==> src/rtl/bsm_pkg.sv <==
package bsm_pkg;

  typedef enum logic {
    OP_ADD = 1'b0,
    OP_SUB = 1'b1
  } addsub_e;

endpackage

==> src/rtl/bsm_word_ctrl.sv <==
// Tracks the bit position inside the current multiplier word.
module bsm_word_ctrl #(
  parameter int W = 8
) (
  input  logic clk,
  input  logic rst,
  input  logic in_start,
  output logic step_valid,
  output logic step_first,
  output logic step_last
);
  localparam int CW = $clog2(W + 1);

  logic          open_q;
  logic [CW-1:0] idx_q;
  logic [CW-1:0] cur_idx;

  always_comb begin
    cur_idx    = in_start ? '0 : idx_q;
    step_valid = in_start | open_q;
    step_first = in_start;
    step_last  = step_valid && (cur_idx == CW'(W - 1));
  end

  always_ff @(posedge clk) begin
    if (rst) begin
      open_q <= 1'b0;
      idx_q  <= '0;
    end else if (step_valid) begin
      open_q <= ~step_last;
      idx_q  <= cur_idx + CW'(1);
    end
  end
endmodule

==> src/rtl/bsm_addsub.sv <==
// Ripple-carry adder; subtraction adds the inverted operand with carry-in 1.
module bsm_addsub
  import bsm_pkg::*;
#(
  parameter int N = 9
) (
  input  logic [N-1:0] a_i,
  input  logic [N-1:0] b_i,
  input  addsub_e      mode_i,
  output logic [N-1:0] sum_o
);
  logic [N-1:0] carry;
  logic [N-1:0] b_x;

  assign carry[0] = (mode_i == OP_SUB);
  assign b_x      = b_i ^ {N{carry[0]}};

  for (genvar i = 0; i < N; i++) begin : g_fa
    assign sum_o[i] = a_i[i] ^ b_x[i] ^ carry[i];
    if (i < N - 1) begin : g_c
      assign carry[i+1] = (a_i[i] & b_x[i]) | (carry[i] & (a_i[i] ^ b_x[i]));
    end
  end
endmodule

==> src/rtl/bsm_horner_acc.sv <==
// Horner accumulator: sum = (sum + A*b)/2 per bit, last bit subtracts A.
module bsm_horner_acc
  import bsm_pkg::*;
#(
  parameter int W = 8
) (
  input  logic         clk,
  input  logic         rst,
  input  logic         step_valid,
  input  logic         step_first,
  input  logic         step_last,
  input  logic         in_bit,
  input  logic [W-1:0] mcand,
  output logic         res_load,
  output logic [W-1:0] res_word
);
  localparam int AW = W + 1;

  logic [W-1:0]  a_q;
  logic [W-1:0]  a_cur;
  logic [AW-1:0] acc_q;
  logic [AW-1:0] part;
  logic [AW-1:0] term;
  logic [AW-1:0] sum;
  addsub_e       mode;

  always_comb begin
    a_cur    = step_first ? mcand : a_q;
    part     = step_first ? '0 : acc_q;
    term     = in_bit ? {a_cur[W-1], a_cur} : '0;
    mode     = step_last ? OP_SUB : OP_ADD;
    res_load = step_valid & step_last;
    res_word = sum[W-1:0];
  end

  bsm_addsub #(.N(AW)) u_add (
    .a_i    (part),
    .b_i    (term),
    .mode_i (mode),
    .sum_o  (sum)
  );

  always_ff @(posedge clk) begin
    if (rst) begin
      a_q   <= '0;
      acc_q <= '0;
    end else begin
      if (step_first) a_q <= mcand;
      if (step_valid && !step_last) acc_q <= {sum[AW-1], sum[AW-1:1]};
    end
  end
endmodule

==> src/rtl/bsm_out_ser.sv <==
// Registered parallel-to-serial stage for the result word.
module bsm_out_ser #(
  parameter int W = 8
) (
  input  logic         clk,
  input  logic         rst,
  input  logic         load,
  input  logic [W-1:0] word,
  output logic         out_bit,
  output logic         out_start
);
  logic [W-1:0] sh_q;
  logic         st_q;

  always_ff @(posedge clk) begin
    if (rst) begin
      sh_q <= '0;
      st_q <= 1'b0;
    end else begin
      st_q <= load;
      if (load) sh_q <= word;
      else      sh_q <= {1'b0, sh_q[W-1:1]};
    end
  end

  assign out_bit   = sh_q[0];
  assign out_start = st_q;
endmodule

==> src/rtl/serial_horner_mul.sv <==
module serial_horner_mul #(
  parameter int W = 8
) (
  input  logic         clk,
  input  logic         rst,
  input  logic         in_start,
  input  logic         in_bit,
  input  logic [W-1:0] mcand,
  output logic         out_bit,
  output logic         out_start
);
  logic         step_valid;
  logic         step_first;
  logic         step_last;
  logic         res_load;
  logic [W-1:0] res_word;

  bsm_word_ctrl #(.W(W)) u_ctrl (
    .clk        (clk),
    .rst        (rst),
    .in_start   (in_start),
    .step_valid (step_valid),
    .step_first (step_first),
    .step_last  (step_last)
  );

  bsm_horner_acc #(.W(W)) u_acc (
    .clk        (clk),
    .rst        (rst),
    .step_valid (step_valid),
    .step_first (step_first),
    .step_last  (step_last),
    .in_bit     (in_bit),
    .mcand      (mcand),
    .res_load   (res_load),
    .res_word   (res_word)
  );

  bsm_out_ser #(.W(W)) u_ser (
    .clk       (clk),
    .rst       (rst),
    .load      (res_load),
    .word      (res_word),
    .out_bit   (out_bit),
    .out_start (out_start)
  );
endmodule

==> config.mk <==
export PLATFORM = sky130hd
export DESIGN_NAME = serial_horner_mul
export DESIGN_NICKNAME = d
export VERILOG_FILES = /design/src/rtl/bsm_pkg.sv /design/src/rtl/bsm_word_ctrl.sv /design/src/rtl/bsm_addsub.sv /design/src/rtl/bsm_horner_acc.sv /design/src/rtl/bsm_out_ser.sv /design/src/rtl/serial_horner_mul.sv
export SDC_FILE = /design/constraint.sdc
export NUM_CORES = 1
export LEC_CHECK = 0
export BUFFER_PORTS_ARGS = -buffer_cell sky130_fd_sc_hd__buf_4
export CAP_MARGIN = 20
export CORE_MARGIN = 2
export CORE_UTILIZATION = 53
export CTS_CLUSTER_DIAMETER = 50
export DETAILED_ROUTE_END_ITERATION = 8
export GPL_ROUTABILITY_DRIVEN = 0
export PLACE_DENSITY = 0.78
export SETUP_SLACK_MARGIN = 0.4
export SYNTH_ARGS = -nofsm -noshare
export SYNTH_HDL_FRONTEND = slang
export SYNTH_SLANG_ARGS = --single-unit
==> constraint.sdc <==
create_clock -name clk -period 4.3 [get_ports clk]
set_input_delay 0.645 -clock clk [delete_from_list [all_inputs] [get_ports clk]]
set_output_delay 0.645 -clock clk [all_outputs]
set_load 0.02 [all_outputs]
==> flow_metrics.tcl, run 1 <==
set metrics [dict create \
    outcome "finished clean" \
    clkSinkCount 30 \
    pin_count 14 \
    drive_above_1_share_pct 26.60 \
    ir_drop_mv 0.1749 \
    ys_warn_count 0 \
    multi_input_area_sq_um 983.4 \
    grt_pass1_wl_mm 5.727 \
    fp-row-count 20 \
    cp_max_fo 4 \
    start_kind "input pin" \
    track_usage_pct 22.16 \
    cp_slowest_stage_delay_ps 510 \
    ys_ff_latch 30 \
    skew_ps 7.815 \
    cap_violations 0 \
    port_buffers 13 \
    critical-path-slowest-cell "fa_1" \
    tightest_slew_ps 426.3 \
    nFillCells 260 \
    avgSynthCellArea_sq_um 8.833 \
    crit_path_frequent_cell "fa_2" \
    dp_hpwl_mm 2.306 \
    hold_viol 0 \
    rsz0062_at_grt "yes" \
    syn_inst 185 \
    finalCriticalPeriod_ps 3911 \
    wl_mm 3.363 \
    cp.required_ps 4540 \
    clk_latency_ps 340 \
    core_sq_mm 0.003003 \
    grt_pass1_vias 1333 \
    setup_slack_ps 389.3 \
    cts_max_path_buffers 2 \
    yosysUniqueCellTypes 36 \
    finalMaxSlewViolations 0 \
    grt-ovfl-total 0 \
    endpoint_kind "flip-flop" \
    antennaDiodeCount 0 \
    path_buf_inv 2 \
    fmax_mhz 255.7 \
    die_area_sq_mm 0.003543 \
    die_h_microns 59.53 \
    critical_path.top_delay_family "adder cells" \
    wire_per_inst_microns 14.25 \
    drc 0 \
    holdWs_ps 466.4 \
    p_leak_nw 0.7468 \
    drt_iter0_markers 48 \
    min_path_type "reg2reg" \
    syn_nets 206 \
    initial_core_util_pct 54.42 \
    slew_headroom_pct 71.51 \
    path_class "in2reg" \
    yosysSeqAreaShare_pct 36.75 \
    power_density_mw_per_mm2 311.8 \
    synth_area_sq_mm 0.001634 \
    cp_cell_sequence "buf_4 > nor2b_1 > ha_2 > and4b_2 > nand2_2 > a21oi_2 > fa_2 > fa_2 > fa_2 > inv_2 > fa_2 > fa_2 > fa_2 > fa_1 > nor2_1 > mux2_2" \
    first_pass_iters 4 \
    vias 1345 \
    grt_max_degree 39 \
    period_share_pct 90.95 \
    numCtsBuffers 5 \
    vias_per_cell 5.699 \
    register_area_sq_um 601.8 \
    grt_antenna_before_repair 0 \
    pre_cts_slack_ps -7.822 \
    cts_root_buf "clkbuf_4" \
    drtAntennaViolNets 0 \
    clk_pin_slew_ps 100 \
    synthToLayoutAreaGrowth_pct 16.23 \
    finalSetupViolCount 0 \
    fin_nets 223 \
    arrival_ps 4150 \
    cts_tree "yes" \
    fp.dieW_microns 59.53 \
    htreeDepth 2 \
]
==> worst reg2reg max path: stages, from the launching register on <==
cell     delay, ps
dfxtp_2        350
nor2b_1        150
ha_2           190
and4b_2        270
nand2_2         80
a21oi_2        180
fa_2           240
fa_2           200
fa_2           190
inv_2           40
fa_2           330
fa_2           340
fa_2           370
fa_1           510
nor2_1          50
mux2_2         260
==> Yosys cell counts (all sizes together) <==
| cell | n | area, sq um |
|---|---|---|
| inv | 3 | 11.26 |
| and4b | 1 | 10.01 |
| a21oi | 16 | 91.34 |
| ha | 1 | 12.51 |
| a22oi | 1 | 7.510 |
| a211oi | 3 | 22.52 |
| and2b | 1 | 7.510 |
| mux2 | 4 | 45.04 |
| nand2b | 8 | 50.05 |
| a31o | 3 | 26.28 |
| xnor2 | 1 | 8.760 |
| nor2 | 15 | 56.30 |
| nand3b | 1 | 7.510 |
| a22o | 1 | 8.760 |
| nand4 | 1 | 6.260 |
| dfxtp | 30 | 600.6 |
| o31ai | 1 | 7.510 |
| nor2b | 10 | 62.56 |
| nand3 | 17 | 85.08 |
| clkbuf | 6 | 23.77 |
| fa | 8 | 160.2 |
| o21ai | 6 | 30.03 |
| clkinv | 1 | 3.750 |
| mux2i | 11 | 110.1 |
| nand2 | 18 | 67.56 |
| xor2 | 2 | 17.52 |
| buf | 8 | 50.04 |
| nor3 | 2 | 10.01 |
| or3 | 1 | 6.260 |
| and3 | 3 | 18.77 |
| nand4b | 1 | 8.760 |
==> metrics by stage <==
stage	std cells	cell area, sq um	util [%]	TNS [ps]	total power, mW
6_report	236	1899	63.25	0	0.5922
5_1_grt	236	1899	63.25	0	0.6192
4_1_cts	235	1891	62.96	0	0.5968
3_5_place_dp	225	1797	59.83	-7.822	0.3786
3_3_place_gp	225	1797	59.83	0	0.3752
2_1_floorplan	185	1714	-	-153.3	0.3613
==> state kept, by name (all words and copies together) (netlist names) <==
| register | flops |
|---|---|
| u_ser.out_start | 1 |
| u_ctrl.idx_q | 4 |
| u_acc.acc_q | 8 |
| u_ctrl.open_q | 1 |
| u_ser.sh_q | 8 |
| u_acc.a_q | 8 |
==> area by class of cell <==
type,instances,area share (%)
Inverter,4,0.7905
Clock buffer,5,1.976
Sequential cell,30,31.69
Timing Repair Buffer,24,9.486
Multi-Input combinational cell,137,51.78
Tap cell,33,2.174
Clock inverter,3,2.108
==> power breakdown <==
group / switching (mW) / internal, mW / total [mW]
sequential: 0.00868 / 0.289 / 0.298
clock: 0.0992 / 0.120 / 0.219
combinational: 0.0400 / 0.0352 / 0.0752
==> per-layer routing <==
layer | GRT usage [%] | up-vias | part of all wire, %
met5 | 0 | - | 0
met4 | 11.75 | 0 | 2.6
met3 | 5.240 | 11 | 4.8
met2 | 38.78 | 38 | 52
met1 | 24.69 | 633 | 41
li1 | - | 663 | -
==> kinds of logic (layout without fill, tap and decap cells) <==
family                   Yosys count  count (layout)  synth area share, %
AND/OR/NAND/NOR                   79              79                24.27
AO/OA/AOI/OAI                     31              31                11.87
flip-flops                        30              30                36.75
buffers and inverters             18              36                5.436
multiplexers                      15              15                9.495
adder cells (fa/ha/maj)            9               9                10.57
XOR/XNOR                           3               3                1.608
==> layout by cell type (no fill, tap or decap), types with 3 or more instances in the layout <==
master and instances:
dfxtp_1 29, a21oi_1 14, a211oi_1 3, fa_2 6, a31o_2 3, nand2_1 17, nor2_1 15, buf_4 24
mux2i_1 11, nand2b_1 8, o21ai_0 6, and3_1 3, nand3_1 15, nor2b_1 10, clkbuf_4 5, mux2_2 3
==> worst paths after layout <==
kind,start,to,slack (ps),cells after the start
setup / recovery,in_start,u_acc.acc_q[6],390,16
hold / removal,u_ser.sh_q[4],u_ser.sh_q[3],470,2
setup reg to reg,u_ctrl.idx_q[0],u_acc.acc_q[6],450,15
hold reg to reg,u_ser.sh_q[4],u_ser.sh_q[3],470,2
==> timing repair <==
item | in CTS | in global routing
pin swaps | 1 | 0
endpoints found under the setup margin | 1 | 1
hold buffers | 0 | 0
hold endpoints to repair | 0 | 0
setup buffers | 2 | 1
gates resized for setup | 1 | 1
Power figures use the tool's default switching activity.
==> inputs of run 2 (changes only) <==
--- a/config.mk
+++ b/config.mk
@@ -5,14 +5,16 @@
 export SDC_FILE = /design/constraint.sdc
 export NUM_CORES = 1
 export LEC_CHECK = 0
+export ABC_CLOCK_PERIOD_IN_PS = 4300
 export BUFFER_PORTS_ARGS = -buffer_cell sky130_fd_sc_hd__buf_4
-export CAP_MARGIN = 20
+export CELL_PAD_IN_SITES_DETAIL_PLACEMENT = 1
+export CELL_PAD_IN_SITES_GLOBAL_PLACEMENT = 1
 export CORE_MARGIN = 2
-export CORE_UTILIZATION = 53
+export CORE_UTILIZATION = 40
 export CTS_CLUSTER_DIAMETER = 50
 export DETAILED_ROUTE_END_ITERATION = 8
 export GPL_ROUTABILITY_DRIVEN = 0
-export PLACE_DENSITY = 0.78
+export PLACE_DENSITY = 0.77
 export SETUP_SLACK_MARGIN = 0.4
 export SYNTH_ARGS = -nofsm -noshare
 export SYNTH_HDL_FRONTEND = slang
==> run 2 against run 1 <==
Core utilization shrank 15 points. Count of clock-buffer cells in the layout grew 2. Critical path depth is the same. Sequential share of layout area shrank 0.44 points. Sequential cell count is the same. Hold slack lost 2.3 ps. Worst setup slack lost 4.9 ps. Critical path type unchanged. Highest routed layer unchanged.
==> flow_metrics.tcl, run 2 (same netlist as run 1, synthesis figures left out) <==
set metrics [dict create \
    outcome "finished clean" \
    port_buffers 13 \
    synthToLayoutAreaGrowth_pct 17.61 \
    drtAntennaViolNets 0 \
    power_frac_seq_pct 48.9 \
    first_pass_iters 4 \
    regToRegSetupSlack_ps 450 \
    rsz0062_at_grt "yes" \
    critical_path.reg2reg.endpoint "u_acc.acc_q[6]" \
    internal_power_mw 0.4539 \
    fp.dieW_microns 67.92 \
    clk_latency_ps 280 \
    path_buf_inv 2 \
    critical-path-slowest-cell "fa_1" \
    min_path_type "reg2reg" \
    final.setup.tns_ps 0 \
    drive_above_1_share_pct 24.88 \
    grt_pass1_vias 1488 \
    cp_slowest_stage_delay_ps 520 \
    antennaDiodeCount 0 \
    pre_cts_slack_ps 10.22 \
    globalRouteMet1Util_pct 21.08 \
    power_mw 0.6099 \
    hold_path_depth 2 \
    p_sw_mw 0.1560 \
    p_leak_nw 0.7402 \
    hold_path_end "u_ser.sh_q[6]" \
    grt_antenna_before_repair 0 \
    dp_hpwl_mm 2.765 \
    setup_slack_ps 384.4 \
    final_cell_mix "30 x dfxtp_1, 21 x buf_4, 17 x nand2_1" \
    fin_cells 251 \
    top_usage_layer "met2" \
    vias_per_cell 5.422 \
    nFillCells 470 \
    arrival_ps 4080 \
    wire_per_inst_microns 15.63 \
    htreeDepth 2 \
    start_kind "input pin" \
    cts_tree "yes" \
    skew_ps 6.671 \
    clkSinkCount 30 \
    drt_iter0_markers 35 \
    fp-row-count 23 \
    numCtsBuffers 5 \
    drc 0 \
    endpoint_kind "flip-flop" \
    slew_headroom_pct 70.49 \
    power_density_mw_per_mm2 317.3 \
    reg2reg_depth 15 \
    pin_count 14 \
    use_met2_pct 37.75 \
    period_share_pct 91.06 \
    critical_path.top_delay_family "adder cells" \
    top_regs "u_acc.a_q (8), u_acc.acc_q (8), u_ser.sh_q (8)" \
    clk_pin_slew_ps 60 \
    finalCriticalPeriod_ps 3916 \
    path_class "in2reg" \
    switching_share_pct 25.57 \
    hold_viol 0 \
    grt_max_degree 39 \
    initial_core_util_pct 41.15 \
    finalSetupViolCount 0 \
    regToRegStartpoint "u_ctrl.idx_q[0]" \
    cp.required_ps 4470 \
    min-delay-start "u_ser.sh_q[7]" \
    fin_nets 221 \
    grt-ovfl-total 0 \
    die_area_sq_mm 0.004612 \
    pwr-share-comb_pct 12.7 \
    cp_cell_sequence "buf_4 > nor2b_1 > ha_2 > and4b_2 > nand2_2 > a21oi_2 > fa_2 > fa_2 > fa_2 > inv_2 > fa_2 > fa_2 > fa_2 > fa_1 > nor2_1 > mux2_2" \
    fmax_mhz 255.4 \
    final_common_cell "dfxtp_1" \
    finalMaxSlewViolations 0 \
    track_usage_pct 19.82 \
    met3_usage_pct 4.112 \
    tightest_slew_ps 441.7 \
    dp_cells 242 \
    clockPowerShare_pct 38.3 \
    cts_root_buf "clkbuf_8" \
    grt_pass1_wl_mm 6.713 \
    crit_path_frequent_cell "fa_2" \
    die_h_microns 67.92 \
    cp_max_fo 4 \
    wl_mm 3.923 \
    cap_violations 0 \
    ir_drop_mv 0.1730 \
    cts_max_path_buffers 2 \
    vias 1361 \
    core_sq_mm 0.003971 \
]
==> run 2: how the worst max path moves through the flow <==
stage / startpoint / to / slack [ps] / depth (start not counted)
final: in_start / u_acc.acc_q[6] / 380 / 16
after global routing: in_start / u_acc.acc_q[6] / 230 / 16
after CTS: in_start / u_acc.acc_q[6] / 370 / 16
after detailed placement: in_start / u_acc.acc_q[6] / 10 / 16
after global placement: in_start / u_acc.acc_q[6] / 130 / 16
after floorplan: in_start / u_acc.acc_q[6] / -150 / 19
==> run 2: area by class of cell <==
cell class / count / area, sq um / share of cell area [%]
Inverter: 4 / 15.01 / 0.7813
Tap cell: 50 / 62.56 / 3.255
Multi-Input combinational cell: 137 / 983.4 / 51.17
Clock inverter: 1 / 5.005 / 0.2604
Clock buffer: 7 / 86.33 / 4.492
Timing Repair Buffer: 22 / 168.9 / 8.789
Sequential cell: 30 / 600.6 / 31.25
==> run 2: repair_timing <==
action,in CTS,in global routing
resized for setup,1,1
gates cloned,0,0
hold buffers,0,0
buffers inserted,1,0
hold endpoints to repair,0,0
setup endpoints to repair,1,2
pin swaps,1,0
==> run 2: worst reg2reg max path: stages (launching register included) <==
cell	delay, ps
dfxtp_1	380
nor2b_1	170
ha_2	190
and4b_2	280
nand2_2	70
a21oi_2	140
fa_2	210
fa_2	190
fa_2	190
inv_2	40
fa_2	330
fa_2	350
fa_2	370
fa_1	520
nor2_1	50
mux2_2	260
==> run 2: power groups by stage <==
stage / combinational, mW / sequential, mW / clock (mW)
floorplan: 0.0612 / 0.300 / 0
global placement: 0.0738 / 0.303 / 0
detailed placement: 0.0775 / 0.304 / 0
CTS: 0.0784 / 0.298 / 0.242
global route: 0.0867 / 0.299 / 0.252
finish: 0.0777 / 0.298 / 0.234
==> run 2: stage by stage <==
step           cell area (sq um)  hold WS [ps]  util, %
2_1_floorplan               1714         434.4        -
3_3_place_gp                1818         449.5    45.78
3_5_place_dp                1818         460.8    45.78
4_1_cts                     1918         467.5    48.30
5_1_grt                     1922         487.0    48.39
6_report                    1922         464.1    48.39
==> run 2: routing by layer <==
| metal | wire [microns] | vias to the layer above |
|---|---|---|
| li1 | - | 657 |
| met1 | 1749 | 687 |
| met2 | 2038 | 13 |
| met3 | 85 | 4 |
| met4 | 51 | 0 |
| met5 | 0 | - |
